==> config.mk <==
export PLATFORM = sky130hd
export DESIGN_NAME = gpio_edge_port
export DESIGN_NICKNAME = d
export VERILOG_FILES = /design/src/rtl/gpio_edge_pkg.sv /design/src/rtl/gpio_sync.sv /design/src/rtl/gpio_edge_detect.sv /design/src/rtl/gpio_regfile.sv /design/src/rtl/gpio_edge_port.sv
export SDC_FILE = /design/constraint.sdc
export NUM_CORES = 1
export LEC_CHECK = 0
export BUFFER_PORTS_ARGS = -buffer_cell sky130_fd_sc_hd__buf_2
export CAP_MARGIN = 30
export CORE_MARGIN = 1.5
export CORE_UTILIZATION = 30
export DETAILED_ROUTE_END_ITERATION = 8
export SYNTH_ARGS = -nofsm -noshare
export SYNTH_HDL_FRONTEND = slang
export SYNTH_HIERARCHICAL = 1
export SYNTH_SLANG_ARGS = --single-unit
export TNS_END_PERCENT = 10
==> constraint.sdc <==
create_clock -name clk -period 9.34 [get_ports clk]
set_clock_uncertainty 0.2 [all_clocks]
set_input_delay 0.467 -clock clk [delete_from_list [all_inputs] [get_ports clk]]
set_output_delay 0.467 -clock clk [all_outputs]
set_load 0.01 [all_outputs]
==> src/rtl/gpio_edge_pkg.sv <==
package gpio_edge_pkg;

    typedef enum logic [2:0] {
        SEL_DIR  = 3'd0,
        SEL_ODR  = 3'd1,
        SEL_DAT  = 3'd2,
        SEL_EVT  = 3'd3,
        SEL_MSK  = 3'd4,
        SEL_CTL  = 3'd5,
        SEL_NONE = 3'd7
    } reg_sel_e;

    localparam logic [1:0] SIZE_WORD = 2'b10;

    localparam logic [31:0] OFF_DIR = 32'h00;
    localparam logic [31:0] OFF_ODR = 32'h04;
    localparam logic [31:0] OFF_DAT = 32'h08;
    localparam logic [31:0] OFF_EVT = 32'h0C;
    localparam logic [31:0] OFF_MSK = 32'h10;
    localparam logic [31:0] OFF_CTL = 32'h14;

    typedef struct packed {
        logic     wr;
        logic     rd;
        reg_sel_e sel;
    } bus_op_t;

    // Map a zero-extended byte offset onto a register selector.
    function automatic reg_sel_e decode_offset(input logic [31:0] off);
        reg_sel_e s;
        case (off)
            OFF_DIR: s = SEL_DIR;
            OFF_ODR: s = SEL_ODR;
            OFF_DAT: s = SEL_DAT;
            OFF_EVT: s = SEL_EVT;
            OFF_MSK: s = SEL_MSK;
            OFF_CTL: s = SEL_CTL;
            default: s = SEL_NONE;
        endcase
        return s;
    endfunction

endpackage

==> src/rtl/gpio_sync.sv <==
module gpio_sync #(
    parameter int W      = 32,
    parameter int STAGES = 2
) (
    input  logic         clk,
    input  logic         rst,
    input  logic [W-1:0] d_async,
    output logic [W-1:0] q_sync
);
    logic [STAGES-1:0][W-1:0] chain_q;

    always_ff @(posedge clk) begin
        if (rst) begin
            chain_q <= '0;
        end else begin
            chain_q[0] <= d_async;
            for (int s = 1; s < STAGES; s++) begin
                chain_q[s] <= chain_q[s-1];
            end
        end
    end

    assign q_sync = chain_q[STAGES-1];

endmodule

==> src/rtl/gpio_edge_detect.sv <==
module gpio_edge_detect #(
    parameter int W = 32
) (
    input  logic         clk,
    input  logic         rst,
    input  logic [W-1:0] lvl,      // synchronized level, register bit order
    input  logic [W-1:0] dir,      // 1 = output
    input  logic [W-1:0] fall_only,
    output logic [W-1:0] set_vec
);
    logic [W-1:0] prev_q;
    logic [W-1:0] changed;
    logic [W-1:0] fell;

    always_ff @(posedge clk) begin
        if (rst) prev_q <= '0;
        else     prev_q <= lvl;
    end

    assign changed = lvl ^ prev_q;
    assign fell    = prev_q & ~lvl;
    assign set_vec = ~dir & ((~fall_only & changed) | (fall_only & fell));

    // an event request only ever follows a real level change
    a_r9_needs_change: assert property (@(posedge clk) disable iff (rst)
        (set_vec & ~(lvl ^ $past(lvl))) == '0);

    // in falling-only mode no request is raised while the level is high
    a_r9_fall_mode_low: assert property (@(posedge clk) disable iff (rst)
        (set_vec & fall_only & lvl) == '0);

endmodule

==> src/rtl/gpio_regfile.sv <==
module gpio_regfile
    import gpio_edge_pkg::*;
#(
    parameter int W      = 32,
    parameter int ADDR_W = 12
) (
    input  logic              clk,
    input  logic              rst,
    input  logic              bus_req,
    input  logic              bus_we,
    input  logic [1:0]        bus_size,
    input  logic [ADDR_W-1:0] bus_addr,
    input  logic [W-1:0]      bus_wdata,
    output logic [W-1:0]      bus_rdata,
    output logic              bus_ready,
    input  logic [W-1:0]      lvl,
    input  logic [W-1:0]      set_vec,
    output logic [W-1:0]      dir_q,
    output logic [W-1:0]      odr_q,
    output logic [W-1:0]      ctl_q,
    output logic [W-1:0]      out_q,
    output logic              irq
);
    logic [W-1:0] dat_q, evt_q, msk_q;
    logic [W-1:0] clr_vec, dat_nxt, rd_mux;
    bus_op_t      op;

    always_comb begin
        op.wr  = bus_req &  bus_we & (bus_size == SIZE_WORD);
        op.rd  = bus_req & ~bus_we & (bus_size == SIZE_WORD);
        op.sel = decode_offset(32'(bus_addr));
    end

    assign clr_vec = (op.wr && op.sel == SEL_EVT) ? bus_wdata : '0;
    assign dat_nxt = (dir_q & ((op.wr && op.sel == SEL_DAT) ? bus_wdata : dat_q))
                   | (~dir_q & lvl);

    always_comb begin
        case (op.sel)
            SEL_DIR: rd_mux = dir_q;
            SEL_ODR: rd_mux = odr_q;
            SEL_DAT: rd_mux = dat_q;
            SEL_EVT: rd_mux = evt_q;
            SEL_MSK: rd_mux = msk_q;
            SEL_CTL: rd_mux = ctl_q;
            default: rd_mux = '0;
        endcase
    end

    always_ff @(posedge clk) begin
        if (rst) begin
            dir_q     <= '0;
            odr_q     <= '0;
            dat_q     <= '0;
            evt_q     <= '0;
            msk_q     <= '0;
            ctl_q     <= '0;
            out_q     <= '0;
            bus_rdata <= '0;
            bus_ready <= 1'b0;
        end else begin
            bus_ready <= bus_req;
            bus_rdata <= op.rd ? rd_mux : '0;
            if (op.wr && op.sel == SEL_DIR) dir_q <= bus_wdata;
            if (op.wr && op.sel == SEL_ODR) odr_q <= bus_wdata;
            if (op.wr && op.sel == SEL_MSK) msk_q <= bus_wdata;
            if (op.wr && op.sel == SEL_CTL) ctl_q <= bus_wdata;
            if (op.wr && op.sel == SEL_DAT) out_q <= (dir_q & bus_wdata) | (~dir_q & out_q);
            dat_q <= dat_nxt;
            evt_q <= (evt_q & ~clr_vec) | set_vec;
        end
    end

    assign irq = |(evt_q & msk_q);

    a_r6_ready_follows_req: assert property (@(posedge clk) disable iff (rst)
        bus_req |=> bus_ready);

    a_r4_partial_write_ignored: assert property (@(posedge clk) disable iff (rst)
        (bus_req && bus_we && bus_size != SIZE_WORD) |=>
            ($stable(dir_q) && $stable(odr_q) && $stable(msk_q) && $stable(ctl_q)));

    a_r10_uncleared_stay: assert property (@(posedge clk) disable iff (rst)
        1'b1 |=> ((evt_q & $past(evt_q & ~clr_vec)) == $past(evt_q & ~clr_vec)));

    a_r11_set_wins: assert property (@(posedge clk) disable iff (rst)
        1'b1 |=> ((evt_q & $past(set_vec)) == $past(set_vec)));

    a_r8_output_no_event: assert property (@(posedge clk) disable iff (rst)
        1'b1 |=> (((evt_q & ~$past(evt_q)) & $past(dir_q)) == '0));

    a_r12_masked_quiet: assert property (@(posedge clk) disable iff (rst)
        (msk_q == '0) |-> !irq);

endmodule

==> src/rtl/gpio_edge_port.sv <==
module gpio_edge_port #(
    parameter int NUM_PINS    = 32,
    parameter int ADDR_W      = 12,
    parameter int SYNC_STAGES = 2
) (
    input  logic                clk,
    input  logic                rst,
    input  logic                bus_req,
    input  logic                bus_we,
    input  logic [1:0]          bus_size,
    input  logic [ADDR_W-1:0]   bus_addr,
    input  logic [NUM_PINS-1:0] bus_wdata,
    output logic [NUM_PINS-1:0] bus_rdata,
    output logic                bus_ready,
    input  logic [NUM_PINS-1:0] pin_in,
    output logic [NUM_PINS-1:0] pin_out,
    output logic [NUM_PINS-1:0] pin_oe,
    output logic [NUM_PINS-1:0] pin_od,
    output logic                irq
);
    localparam int TOP_BIT = NUM_PINS - 1;

    logic [NUM_PINS-1:0] in_regord, lvl_regord, set_vec;
    logic [NUM_PINS-1:0] dir_q, odr_q, ctl_q, out_q;

    // pin n <-> register bit TOP_BIT-n
    for (genvar n = 0; n < NUM_PINS; n++) begin : g_pinmap
        assign in_regord[TOP_BIT-n] = pin_in[n];
        assign pin_out[n]           = out_q[TOP_BIT-n];
        assign pin_oe[n]            = dir_q[TOP_BIT-n];
        assign pin_od[n]            = odr_q[TOP_BIT-n];
    end

    gpio_sync #(.W(NUM_PINS), .STAGES(SYNC_STAGES)) u_sync (
        .clk     (clk),
        .rst     (rst),
        .d_async (in_regord),
        .q_sync  (lvl_regord)
    );

    gpio_edge_detect #(.W(NUM_PINS)) u_edge (
        .clk       (clk),
        .rst       (rst),
        .lvl       (lvl_regord),
        .dir       (dir_q),
        .fall_only (ctl_q),
        .set_vec   (set_vec)
    );

    gpio_regfile #(.W(NUM_PINS), .ADDR_W(ADDR_W)) u_regs (
        .clk       (clk),
        .rst       (rst),
        .bus_req   (bus_req),
        .bus_we    (bus_we),
        .bus_size  (bus_size),
        .bus_addr  (bus_addr),
        .bus_wdata (bus_wdata),
        .bus_rdata (bus_rdata),
        .bus_ready (bus_ready),
        .lvl       (lvl_regord),
        .set_vec   (set_vec),
        .dir_q     (dir_q),
        .odr_q     (odr_q),
        .ctl_q     (ctl_q),
        .out_q     (out_q),
        .irq       (irq)
    );

endmodule

# Word level (Yosys, flattened, before mapping)
# Cells that the tools add are included.
# op_classes
shift,0
div,0
n_mux,4
n_reduce_logical,10
add_sub_neg,0
n_eq_ne,11
n_bitwise,25
mul,0
magnitude_cmp,0
# op_table
operator,n
$and 32x32->32,10
$pmux 32 s6,1
$not 32->32,4
$or 32x32->32,4
$mux 32,2
$reduce_or 32->1,1
$xor 32x32->32,1
$eq 12x4->1 const B,2
$eq 12x5->1 const B,2
$pmux 3 s6,1
$eq 12x3->1 const B,1
$logic_not 12->1,1
$eq 3x2->1 const B,2
$eq 3x3->1 const B,2
$logic_and 1x1->1,6
$and 1x1->1,4
$eq 3x1->1 const B,1
$logic_not 3->1,1
$eq 2x2->1 const B,1
$not 1->1,2
$reduce_or 2->1,1
# totals
word_cells,62
memories,0
out_inout_bits,130
latch_bits,0
reg_bits,353
ramBits,0
in_bits,82
rom_bits,0

# Logic depth before layout (Yosys ltp)
# depth
word_depth,8
ltp_mapped,13
ltp_nobuf,8

# By module
# The synthesis kept the hierarchy.
# modules_own_cells
mod,area_per_inst_um2,cells_per_inst,instances
gpio_regfile,10877.9,1225,1
gpio_sync,2158.3,167,1
gpio_edge_detect,1795.5,227,1

# Worst setup path before layout
# No wires, ideal clock.
# synth_path
path_type,input to register
start,input port bus_addr[9]
end,register with a tool-made name
stages,13
arrival_time_ps,3212
path_slack_ps,5801
n_path_buf,5
path_cell_list,or4_1 -> buf_2 -> or3_1 -> clkbuf_1 -> ha_1 -> clkbuf_1 -> nor2b_1 -> and4_1 -> clkbuf_1 -> clkbuf_1 -> nand4_1 -> mux2i_1 -> nor2_1
# synth_rtl
element,line_no,source
"start, declared",gpio_edge_port.sv:11,"input logic [ADDR_W-1:0] bus_addr,"

# Final worst setup path
# layout_path
start,input port bus_addr[9]
end,register u_regs.bus_rdata[3]
# layout_via
elab_chain_cells,4
# layout_lines
element,line_no,source
"$eq 12x5->1, or another cell as far along",gpio_edge_pkg.sv:31,case (off)
$pmux 3 s6 (*),gpio_edge_pkg.sv:31,
"$eq 3x3->1, or another cell as far along",gpio_regfile.sv:39,case (op.sel)
$pmux 32 s6 (*),gpio_regfile.sv:39,
"end signal, assigned",gpio_regfile.sv:63,bus_rdata <= op.rd ? rd_mux : '0;
"end, declared",gpio_regfile.sv:14,"output logic [W-1:0] bus_rdata,"
# Mark *: on every way between the ends. The rest lies on a longest branch, timed or not.
# A chain may end at the register's enable or synchronous reset.

==> run metrics <==
Final WS setup=5170 ps; I/O pin count=212; M2 GR Usage=30.0%; Crit Path Max Fanout=12; placed cells=2381; worst reg-to-reg setup slack=7520 ps; Die Y=225 um; setup TNS=0 ps; fin crit share=44.7%; ys async rst share=0%; first-pass GRT wire length=74900 um; row count=81; pin count of the biggest net entering global routing=93; GR Util All Layers=19.3%; Critical Path Source=bus_addr[9]; vias per cell=5.09; Post-DRT Antenna Nets=0; Via Count=12.7k; WL/cell=20.1 um; overall routed net length=50100 um; nets=1917; Post-synth EDFFs=0; Core Box Area=48800 um2; Final Hold Fails=0; setup bufs post-CTS=0; worst slack, placed=4720 ps; synthesized area per cell=9.16 um2; Root Driver=clkbuf_16; GPL Wtd Cong=0.841; Worst setup EP type=flip-flop; H-tree depth=2; RSZ-0062 raised after global routing=false; Yosys Warn Count=6; worst skew pair latency=570 ps; reg-to-reg startpoint=u_sync/q_sync[17]; worst endpoint required time=9610 ps; met3 usage=4.32%; Worst Setup EP=u_regs/bus_rdata[3]; Worst setup SP type=input port; min cycle time layout=4170 ps; Worst Hold Class=input port to flip-flop; Peak Freq=240 MHz; Slew @ Worst Pin=1130 ps; leakage=7.48 nW; Netlist Area Pre-Place=14800 um2; Util after Layout=37.1%; Clock Pin Slew Worst Setup and Hold Paths=60 ps; reg-to-reg endpoint=u_regs/evt_q[17]; initial drt markers=1128; drt pass-1 iters=6; CTS Buf Count=41; Syn Nets=1734; Die W=225 um; WP data arrival=4450 ps; antenna diode count=0; PD cells=190 nW/um2; GRT busiest layer=met2; P&R area growth vs syn=22.1%; Initial Utilization=30.4%; Seq/Total Area, Yosys=47.6%; DRC viols=0; GRT overflow=0; full die area=50800 um2; Slew Limit Fails=0; fillers=5027; post-synth cell types=48; vias in the first global route=12.3k; count of final setup violators=0; CTS tree=built; slew margin rel.=24.2%; clock sinks=353; FF-to-FF path depth=6; status=finished clean; cell count after synthesis=1619; share of cells above drive strength 1=23.1%; initial antenna violation count=4; VDD IR-drop max=104 uV; post-DP HPWL=32100 um; met1 usage=26.3%; top_reg_cell synth=dfxtp_1; non-filler cells, final=2495; IO buf count=211; # Max-Cap Violations=0; WHS=24.4 ps; critical path class=input port to flip-flop; CTS max path bufs=3; synthesized flop and latch total=353
[critical path, cell delays in order]
cell     delay (ps)
buf_2           120
or4_1           770
or3_1           580
ha_1            400
nor2b_1         240
and4_1          640
nor2b_1         860
a22oi_1         150
a21oi_1         210
[synthesized netlist by cell type (all sizes together), types with 34 or more instances]
cell    instances  area (um2)
buf            66         482
a21oi         125         626
or2            34         213
nand4          39         250
clkbuf         69         259
mux2i          96         961
nand3          36         185
mux2           46         518
nor2          204         766
nor2b          70         588
inv            64         240
nand2         219         822
dfxtp         353        7070
a311oi         64         561
[cell usage in the layout, fill, tap and decap left out, drive strengths merged, types with 46 or more instances in the layout]
| cell | count |
|---|---|
| a21oi | 125 |
| buf | 234 |
| a311oi | 64 |
| mux2i | 96 |
| clkbuf | 58 |
| mux2 | 46 |
| nor2 | 204 |
| nand2 | 219 |
| inv | 65 |
| nor2b | 70 |
| dfxtp | 353 |
[per-stage QoR]
| stage | instance area, um2 | power, mW |
|---|---|---|
| 3_3_place_gp | 16200 | 1.73 |
| 3_5_place_dp | 16200 | 1.73 |
| 6_report | 18100 | 3.45 |
| 4_1_cts | 18100 | 3.48 |
| 5_1_grt | 18100 | 3.56 |
| 2_1_floorplan | 14800 | 1.68 |
[repair_timing]
action	CTS	global route
setup endpoints to repair	0	0
hold endpoints to repair	50	0
gates resized for setup	0	0
hold buffers	41	0
[how the worst min path moves through the flow]
stage | from | endpoint | slack, ps | cells after the start
6_report | bus_wdata[8] | u_regs/evt_q[8] | 20 | 2
5_1_grt | bus_wdata[8] | u_regs/odr_q[8] | 20 | 3
4_1_cts | bus_wdata[29] | u_regs/evt_q[29] | 0.1 | 2
3_5_place_dp | u_sync/chain_q[22] | u_sync/q_sync[22] | 220 | 1
3_3_place_gp | u_sync/chain_q[5] | u_sync/q_sync[5] | 220 | 1
2_1_floorplan | u_sync/chain_q[0] | u_sync/q_sync[0] | 210 | 1
[area by class of cell]
class                   count  area, um2  share of cell area (%)
flip-flops and latches    353       7070                    39.0
inverters                  65        244                    1.35
clock buffers              58       1210                    6.70
clock inverters            14        226                    1.25
multi-input cells        1066       6840                    37.8
repair buffers            275       1690                    9.33
well taps                 664        831                    4.59
[power breakdown]
part | total (mW) | leakage (nW) | internal [mW] | switching (mW)
Sequential | 1.56 | 2.87 | 1.54 | 0.0204
Combinational | 0.160 | 3.90 | 0.0672 | 0.0932
Clock | 1.73 | 0.709 | 1.07 | 0.660
Total | 3.45 | 7.48 | 2.67 | 0.774
[layer usage]
layer  wire length [um]  vias up
met4               1560        2
li1                   -     5958
met5                 12        -
met2              22200      533
met1              22500     6089
met3               3800      107
[cell families after synthesis]
| group | count (synthesis) | share of synthesized area (%) |
|---|---|---|
| AND/OR/NAND/NOR | 626 | 20.5 |
| flip-flops | 353 | 47.6 |
| AO/OA/AOI/OAI | 265 | 12.4 |
| buffers and inverters | 200 | 6.64 |
| multiplexers | 142 | 9.97 |
| adder cells (fa/ha/maj) | 33 | 2.78 |
No activity file was read; power rests on OpenSTA's default activity.
